`src/rtl/mreg_pkg.sv`:
```
package mreg_pkg;

    localparam int WORD_W      = 32;
    localparam int HALF_W      = WORD_W / 2;
    localparam int ADDR_W      = 8;
    localparam int IDX_W       = ADDR_W - 2;
    localparam int DEF_NCTRL   = 7;
    localparam int STAT_IDX    = 8;      // byte offset 0x20
    localparam int PWR_WORD    = 6;      // byte offset 0x18
    localparam int PWR_BIT     = 0;
    localparam int DLL_BIT     = 1;
    localparam int CAL_POS     = 6;
    localparam int DLLRDY_POS  = 5;
    localparam int STAT_W      = 2;      // [1]=cal done, [0]=dll ready

    typedef enum logic [1:0] {
        SEL_NONE = 2'd0,
        SEL_CTRL = 2'd1,
        SEL_STAT = 2'd2
    } sel_e;

    typedef struct packed {
        sel_e             kind;
        logic [IDX_W-1:0] idx;
    } dec_t;

    function automatic logic [HALF_W-1:0] masked_merge(
        input logic [HALF_W-1:0] old_v,
        input logic [HALF_W-1:0] new_v,
        input logic [HALF_W-1:0] en
    );
        return (old_v & ~en) | (new_v & en);
    endfunction

    function automatic logic [WORD_W-1:0] pack_status(input logic [STAT_W-1:0] s);
        logic [WORD_W-1:0] w;
        w             = '0;
        w[CAL_POS]    = s[1];
        w[DLLRDY_POS] = s[0];
        return w;
    endfunction

endpackage

```
`src/rtl/mreg_decode.sv`:
```
module mreg_decode
    import mreg_pkg::*;
#(
    parameter int NUM_CTRL = DEF_NCTRL
) (
    input  logic [ADDR_W-1:0] addr,
    output dec_t              dec
);
    localparam logic [IDX_W-1:0] CTRL_LIM = IDX_W'(NUM_CTRL);
    localparam logic [IDX_W-1:0] STAT_SEL = IDX_W'(STAT_IDX);

    logic             aligned;
    logic [IDX_W-1:0] widx;

    assign aligned = (addr[1:0] == 2'b00);
    assign widx    = addr[ADDR_W-1:2];

    always_comb begin
        dec.idx  = widx;
        dec.kind = SEL_NONE;
        if (aligned && (widx < CTRL_LIM)) begin
            dec.kind = SEL_CTRL;
        end else if (aligned && (widx == STAT_SEL)) begin
            dec.kind = SEL_STAT;
        end
    end
endmodule

```
`src/rtl/mreg_cell.sv`:
```
module mreg_cell
    import mreg_pkg::*;
(
    input  logic              clk,
    input  logic              rst,
    input  logic              we,
    input  logic [HALF_W-1:0] val,
    input  logic [HALF_W-1:0] en,
    output logic [HALF_W-1:0] q
);
    always_ff @(posedge clk) begin
        if (rst) begin
            q <= '0;
        end else if (we) begin
            q <= masked_merge(q, val, en);
        end
    end

    // enabled bits take the written value
    assert_en_bits_load_R1: assert property (@(posedge clk) disable iff (rst)
        we |=> ((q & $past(en)) == ($past(val) & $past(en))));

    // bits without enable keep their value
    assert_dis_bits_hold_R2: assert property (@(posedge clk) disable iff (rst)
        we |=> ((q & ~$past(en)) == ($past(q) & ~$past(en))));

    // no write strobe, no change
    assert_idle_hold_R3: assert property (@(posedge clk) disable iff (rst)
        !we |=> $stable(q));
endmodule

```
`src/rtl/mreg_sync.sv`:
```
module mreg_sync #(
    parameter int W      = 2,
    parameter int STAGES = 2
) (
    input  logic         clk,
    input  logic         rst,
    input  logic [W-1:0] din,
    output logic [W-1:0] dout
);
    logic [W-1:0] stg [STAGES];

    always_ff @(posedge clk) begin
        if (rst) begin
            stg[0] <= '0;
        end else begin
            stg[0] <= din;
        end
    end

    for (genvar s = 1; s < STAGES; s++) begin : g_stage
        always_ff @(posedge clk) begin
            if (rst) begin
                stg[s] <= '0;
            end else begin
                stg[s] <= stg[s-1];
            end
        end
    end

    assign dout = stg[STAGES-1];

    if (STAGES == 2) begin : g_chk
        logic [1:0] since_rst;
        always_ff @(posedge clk) begin
            if (rst) begin
                since_rst <= '0;
            end else if (since_rst != 2'd2) begin
                since_rst <= since_rst + 2'd1;
            end
        end
        // output equals input from two edges earlier
        assert_two_stage_delay_R9: assert property (@(posedge clk) disable iff (rst)
            (since_rst == 2'd2) |-> (dout == $past(din, 2)));
    end
endmodule

```
`src/rtl/mreg_ctrl_bank.sv`:
```
module mreg_ctrl_bank
    import mreg_pkg::*;
#(
    parameter int NUM_CTRL    = DEF_NCTRL,
    parameter int SYNC_STAGES = 2
) (
    input  logic                       clk,
    input  logic                       rst,
    input  logic [ADDR_W-1:0]          bus_addr,
    input  logic [WORD_W-1:0]          bus_wdata,
    input  logic                       bus_wr,
    input  logic                       bus_rd,
    output logic [WORD_W-1:0]          bus_rdata,
    input  logic                       phy_cal_done,
    input  logic                       phy_dll_ready,
    output logic                       phy_pwr_en,
    output logic                       phy_dll_en,
    output logic [NUM_CTRL*HALF_W-1:0] ctrl_flat
);
    localparam int FLAT_W = NUM_CTRL * HALF_W;

    dec_t              dec;
    logic [HALF_W-1:0] ctrl_q [NUM_CTRL];
    logic [STAT_W-1:0] stat_raw;
    logic [STAT_W-1:0] stat_sync;
    logic [WORD_W-1:0] rd_word;
    logic [WORD_W-1:0] rdata_q;

    mreg_decode #(.NUM_CTRL(NUM_CTRL)) u_dec (
        .addr (bus_addr),
        .dec  (dec)
    );

    for (genvar k = 0; k < NUM_CTRL; k++) begin : g_ctrl
        logic we_k;
        assign we_k = bus_wr && (dec.kind == SEL_CTRL) && (dec.idx == IDX_W'(k));
        mreg_cell u_cell (
            .clk (clk),
            .rst (rst),
            .we  (we_k),
            .val (bus_wdata[HALF_W-1:0]),
            .en  (bus_wdata[WORD_W-1:HALF_W]),
            .q   (ctrl_q[k])
        );
        assign ctrl_flat[k*HALF_W +: HALF_W] = ctrl_q[k];
    end

    assign stat_raw = {phy_cal_done, phy_dll_ready};

    mreg_sync #(.W(STAT_W), .STAGES(SYNC_STAGES)) u_sync (
        .clk  (clk),
        .rst  (rst),
        .din  (stat_raw),
        .dout (stat_sync)
    );

    always_comb begin
        rd_word = '0;
        case (dec.kind)
            SEL_CTRL: begin
                for (int k = 0; k < NUM_CTRL; k++) begin
                    if (dec.idx == IDX_W'(k)) begin
                        rd_word[HALF_W-1:0] = ctrl_q[k];
                    end
                end
            end
            SEL_STAT: rd_word = pack_status(stat_sync);
            default:  rd_word = '0;
        endcase
    end

    always_ff @(posedge clk) begin
        if (rst) begin
            rdata_q <= '0;
        end else if (bus_rd) begin
            rdata_q <= rd_word;
        end
    end

    assign bus_rdata  = rdata_q;
    assign phy_pwr_en = ctrl_q[PWR_WORD][PWR_BIT];
    assign phy_dll_en = ctrl_q[PWR_WORD][DLL_BIT];

    // reset clears control state and read data
    assert_reset_clear_R5: assert property (@(posedge clk)
        rst |=> ((ctrl_flat == '0) && (bus_rdata == '0)));

    // upper half of read data is never set
    assert_rdata_upper_zero_R4: assert property (@(posedge clk) disable iff (rst)
        bus_rdata[WORD_W-1:HALF_W] == '0);

    // writes outside the control window leave control state alone
    assert_nonctrl_write_ignored_R8: assert property (@(posedge clk) disable iff (rst)
        (bus_wr && (dec.kind != SEL_CTRL)) |=> (ctrl_flat == $past(ctrl_flat)));

    // read data only moves on a read strobe
    assert_rdata_hold_R10: assert property (@(posedge clk) disable iff (rst)
        !bus_rd |=> $stable(bus_rdata));

    logic unused_flat;
    assign unused_flat = ^ctrl_flat[FLAT_W-1:0] & 1'b0;
endmodule

```
`config.mk`:
```
export PLATFORM = sky130hd
export DESIGN_NAME = mreg_ctrl_bank
export DESIGN_NICKNAME = d
export VERILOG_FILES = /design/src/rtl/mreg_pkg.sv /design/src/rtl/mreg_decode.sv /design/src/rtl/mreg_cell.sv /design/src/rtl/mreg_sync.sv /design/src/rtl/mreg_ctrl_bank.sv
export SDC_FILE = /design/constraint.sdc
export NUM_CORES = 1
export LEC_CHECK = 0
export ABC_CLOCK_PERIOD_IN_PS = 2800
export CAP_MARGIN = 25
export CELL_PAD_IN_SITES_DETAIL_PLACEMENT = 1
export CELL_PAD_IN_SITES_GLOBAL_PLACEMENT = 1
export CORE_MARGIN = 2
export CORE_UTILIZATION = 39
export DETAILED_ROUTE_END_ITERATION = 16
export PLACE_DENSITY_LB_ADDON = 0.1
export SLEW_MARGIN = 20
export SYNTH_ARGS = -nofsm -noshare
export SYNTH_HDL_FRONTEND = slang
export SYNTH_SLANG_ARGS = --single-unit
```
`constraint.sdc`:
```
create_clock -name clk -period 2.8 [get_ports clk]
set_input_delay 0.28 -clock clk [delete_from_list [all_inputs] [get_ports clk]]
set_output_delay 0.28 -clock clk [all_outputs]
set_load 0.05 [all_outputs]
```
# Yosys cells after proc, flatten, opt, wreduce, memory -nomap -nowiden
# Memories as Yosys holds them, arrays and structs flattened.
# Cells that the tools add are included.
[totals]
ff_bits = 128
ram_bits = 4
in_bits = 46
output_inout_bits = 146
word_cells = 64
memories = 1
[classes]
order_cmp = 1
eq_ne = 9
muxes = 15
bitwise = 18
reduce_logical = 12
[memory_table]
columns = ["name", "depth", "width", "read_ports", "rd_ports_with_merged_regs", "write_ports", "line_no", "source"]
rows = [
  ["u_sync.stg", 2, 2, 2, 0, 2, "mreg_sync.sv:10", "logic [W-1:0] stg [STAGES];"],
]
[op_table]
columns = ["op", "n"]
rows = [
  ["$and 16x16->16", 8],
  ["$mux 16", 7],
  ["$or 16x16->16", 7],
  ["$pmux 16 s2", 1],
  ["$eq 6x3->1 const B", 3],
  ["$not 16->16", 1],
  ["$eq 6x2->1 const B", 2],
  ["$logic_and 1x1->1", 10],
  ["$mux 2", 4],
  ["$eq 6x1->1 const B", 1],
  ["$eq 6x4->1 const B", 1],
  ["$logic_not 6->1", 1],
  ["$lt 6x3->1 const B", 1],
  ["$mux 1", 3],
  ["$eq 2x1->1 const B", 1],
  ["$eq 2x2->1 const B", 1],
  ["$logic_not 2->1", 1],
  ["$or 1x1->1", 2],
]

# Depth between registers and ports, before layout
[logic_depth]
ltp_word = 9
ltp_mapped = 8
ltp_nobuf = 4

# Modules after synthesis
# A second synthesis with hierarchy kept.
[unflattened]
hier_cells = 702
hier_area_um2 = 6964.2
[modules_own_cells]
columns = ["mod", "instances", "cells_each", "area_per_inst_um2", "seq_area_each_um2"]
rows = [
  ["mreg_cell", 7, 69, 710.7, 320.3],
  ["mreg_ctrl_bank", 1, 201, 1806.7, 320.3],
  ["mreg_sync", 1, 8, 105.1, 80.1],
  ["mreg_decode", 1, 10, 77.6, 0.0],
]

# Worst setup path before layout
# Ideal clock, no wire load.
[synth_timing]
kind = "input to register"
startpoint = "in bus_addr[3]"
endpoint = "reg rdata_q[10], in the netlist bus_rdata[10]"
setup_ns = 0.117
t_arrival_ns = 1.486
required_time_ns = 2.683
path_slack_ns = 1.198
path_stages = 5
path_buffers = 2
cell_sequence = "buf_2 -> buf_6 -> mux4_2 -> a22o_1 -> a22o_1"
[synth_via]
elab_chain_len = 9
word_cells_on_any_way = 23
cone_classes = "1 x order compare; 9 x eq/ne; 10 x mux; 3 x reduce/logical"
[synth_lines]
columns = ["item", "line_no", "source"]
rows = [
  ["start: declaration", "mreg_ctrl_bank.sv:9", "input logic [ADDR_W-1:0] bus_addr,"],
  ["$logic_not 6->1", "mreg_ctrl_bank.sv:62", "if (dec.idx == IDX_W'(k)) begin"],
  ["$mux 16 (7 in a row)", "mreg_ctrl_bank.sv:62", ""],
  ["$pmux 16 s2 (*)", "mreg_ctrl_bank.sv:59", "case (dec.kind)"],
  ["end signal: assignment", "mreg_ctrl_bank.sv:76", "rdata_q <= rd_word;"],
  ["end: declaration", "mreg_ctrl_bank.sv:27", "logic [WORD_W-1:0] rdata_q;"],
]
# Every way passes the cells marked *; elsewhere a longest branch is shown, timed or not.
# A chain may end at the register's enable or synchronous reset.

# Final worst setup path
[layout_timing]
startpoint = "in bus_addr[4]"
endpoint = "reg rdata_q[10], in the netlist bus_rdata[10]"
# The elaborated chain is that of the path after synthesis.

==> flow_summary_export.csv <==
group,metric,value,unit
grt,grt_pass1_wl,40.4,mm
setup_path,max_stage_delay,0.72,ns
clocking,h-tree-depth,4,
timing,setup_tns,0,ns
floorplan,core-area,17200,sq um
timing,hold_slack,0.385,ns
grt,grt_pass1_vias,6918,
logic_synthesis,synth_top_flop_cell,"dfxtp_1",
setup_path,crit_required,3.17,ns
setup_path,worst_path_max_delay_cell,"clkdlybuf4s50_1",
setup_path,end_kind,"register",
status,outcome,"completed",
detailed_routing,drt_iter0_drc,511,
logic_synthesis,synth-edff-count,0,
detailed_routing,wl_per_cell,23.6,um
layout,drive_above_1_share,13.7,%
detailed_routing,drc,0,
min_path,hold_start,"rst",
grt,grt_max_degree,80,
grt,grtUsageMet3,4.18,%
timing,relSlewSlack,52.1,%
setup_path,r2r-end,"bus_rdata[2]$_SDFFE_PP0P_",
timing,hold_viol,0,
setup_path,ff2ff_path_depth,3,
timing,setup_violations,0,
setup_path,cp_max_fo,13,
clocking,insertion_delay,0.43,ns
logic_synthesis,yosysTopAreaCell,"dfxtp_1",
setup_path,r2r_slack,1.37,ns
min_path,min_path_cells,2,
placed_design,dp.cells,1100,
detailed_routing,viasPerCell,6.07,
logic_synthesis,synth_area_leaders,"dfxtp_1 39%, nand4_1 8.9%, mux4_2 5.3%",
clocking,cts-resized-gates,0,
placed_design,gp_congestion,0.883,
logic_synthesis,synthCells,756,
detailed_routing,ant_nets,0,
logic_synthesis,async_flop_share,0,%
layout,layout.cells.non_filler,1132,
setup_path,cp_top_family,"buffers and inverters",
logic_synthesis,syn_area,6820,sq um
power_and_ir_drop,power.leakage,3.31,nW
clocking,clock_sinks,132,
layout,finish.utilization,53.7,%
floorplan,die_y,136,um
setup_path,start_kind,"input port",
logic_synthesis,yosys.area.top_type_share,38.8,%
setup_path,arrival,2.42,ns
detailed_routing,via_count,6868,
logic_synthesis,ys_seq_area_share,38.8,%
power_and_ir_drop,vdd_drop_max,0.414,mV
clocking,cts_setup_buffers,0,
clocking,root_buffer,"clkbuf_16",
layout,fin_nets,940,
clocking,numCtsBuffers,17,
layout,fillers,1957,
detailed_routing,drt_first_pass_iters,5,
min_path,hp-class,"in2reg",
logic_synthesis,syn_avg_cell_area,9.02,sq um
detailed_routing,routed_wl,26.7,mm
timing,fin_crit,2.05,ns
clocking,clockBufferDepth,2,
timing,fmaxAchievable,0.488,GHz
power_and_ir_drop,p_per_area,481,nW/um^2
grt,grt.overflow.total,0,
layout,final_cell_mix,"172 x clkdlybuf4s50_1, 132 x dfxtp_1, 97 x nand4_1",
floorplan,die_w,136,um
timing,slew_viol_final,0,
floorplan,placementRows,48,
grt,met2_usage,45.1,%
logic_synthesis,yosysWarnings,0,
setup_path,critPathKind,"in2reg",
setup_path,critPathBufInv,2,
placed_design,dpl.hpwl,18.5,mm
logic_synthesis,yosysUniqueCellTypes,37,
placed_design,io_buffer_count,175,
min_path,min_to,"u_sync.stg[0][1]$_SDFF_PP0_",
floorplan,boundaryPins,192,
grt,antenna_found_initial,1,
clocking,ctsHoldBuffers,0,
clocking,tritoncts,"done",
timing,rsz0062_at_grt,"false",
setup_path,cp_cell_sequence,"clkdlybuf4s50_1, a31oi_1, nand4_1, buf_12, a21oi_1, a22o_1",
grt,grtUsageTotal,28.5,%
grt,busiest_layer,"met2",
power_and_ir_drop,power,0.00443,W
layout,area_growth,35.2,%
logic_synthesis,ys_ff_latch,132,
timing,fin_skew,0.00847,ns
clocking,clkTransAtPathRegs,0.06,ns
flow_run,cap_viol_max_count,0,
floorplan,dieArea,18600,sq um
layout,final_common_cell,"clkdlybuf4s50_1",
floorplan,start_util,39.7,%
timing,worstMarginPinSlew,0.718,ns
timing,fin_crit_sh,73.2,%
grt,grtUsageMet1,40.4,%
==> worst max-delay path by stage <==
stage                            from                         end  slack, ns  cells past startpoint
final                     bus_addr[4]  bus_rdata[10]$_SDFFE_PP0P_       0.75                      6
after global routing      bus_addr[4]  bus_rdata[15]$_SDFFE_PP0P_       0.62                      6
after CTS                 bus_addr[4]                    register       0.77                      6
after detailed placement  bus_addr[4]                    register       0.38                      6
after global placement    bus_addr[4]                    register       0.50                      6
after floorplan           bus_addr[3]  bus_rdata[10]$_SDFFE_PP0P_       1.20                      5
==> cells by family after synthesis <==
kind of cell / Yosys count / synth area share (%)
compound gates: 197 / 18.1
mux: 64 / 12.6
simple gates: 240 / 21.7
flops: 132 / 38.8
other cells: 1 / 0.0550
buf+inv: 122 / 8.83
==> cell usage after synthesis (all sizes together) (17+ instances only) <==
library cell / n
dfxtp: 132
nand4: 97
o21ai: 70
buf: 56
clkbuf: 50
a21oi: 46
nand3b: 40
mux2i: 34
nor2: 29
a22o: 28
nand2b: 21
o22ai: 18
nand3: 17
==> report_power, final <==
| group | internal [W] | switching (W) |
|---|---|---|
| registers | 0.00188 | 0.00000194 |
| clock network | 0.00126 | 0.000854 |
| logic | 0.000134 | 0.000302 |
| total | 0.00327 | 0.00116 |
==> per-layer routing <==
layer,up-vias,part of all wire [%]
met5,-,0
met4,0,1.6
met3,34,5.8
met2,250,47
met1,3497,45
li1,3087,-
==> area by class of cell <==
class	count	area, sq um	area share (%)
inverters	16	60.1	0.651
well taps	225	282	3.05
diodes	1	2.50	0.0271
flip-flops and latches	132	2640	28.7
clock inverters	9	81.3	0.882
clock buffers	22	464	5.04
repair buffers	210	2030	22.0
multi-input cells	517	3660	39.7
==> per-stage QoR <==
stage / instance area, sq um / worst slack, ns
final: 9220 / 0.750
after global routing: 9220 / 0.623
after CTS: 9220 / 0.774
after detailed placement: 8670 / 0.384
after global placement: 8670 / 0.496
after floorplan: 6870 / 1.20
No activity file was read; power rests on OpenSTA's default activity.
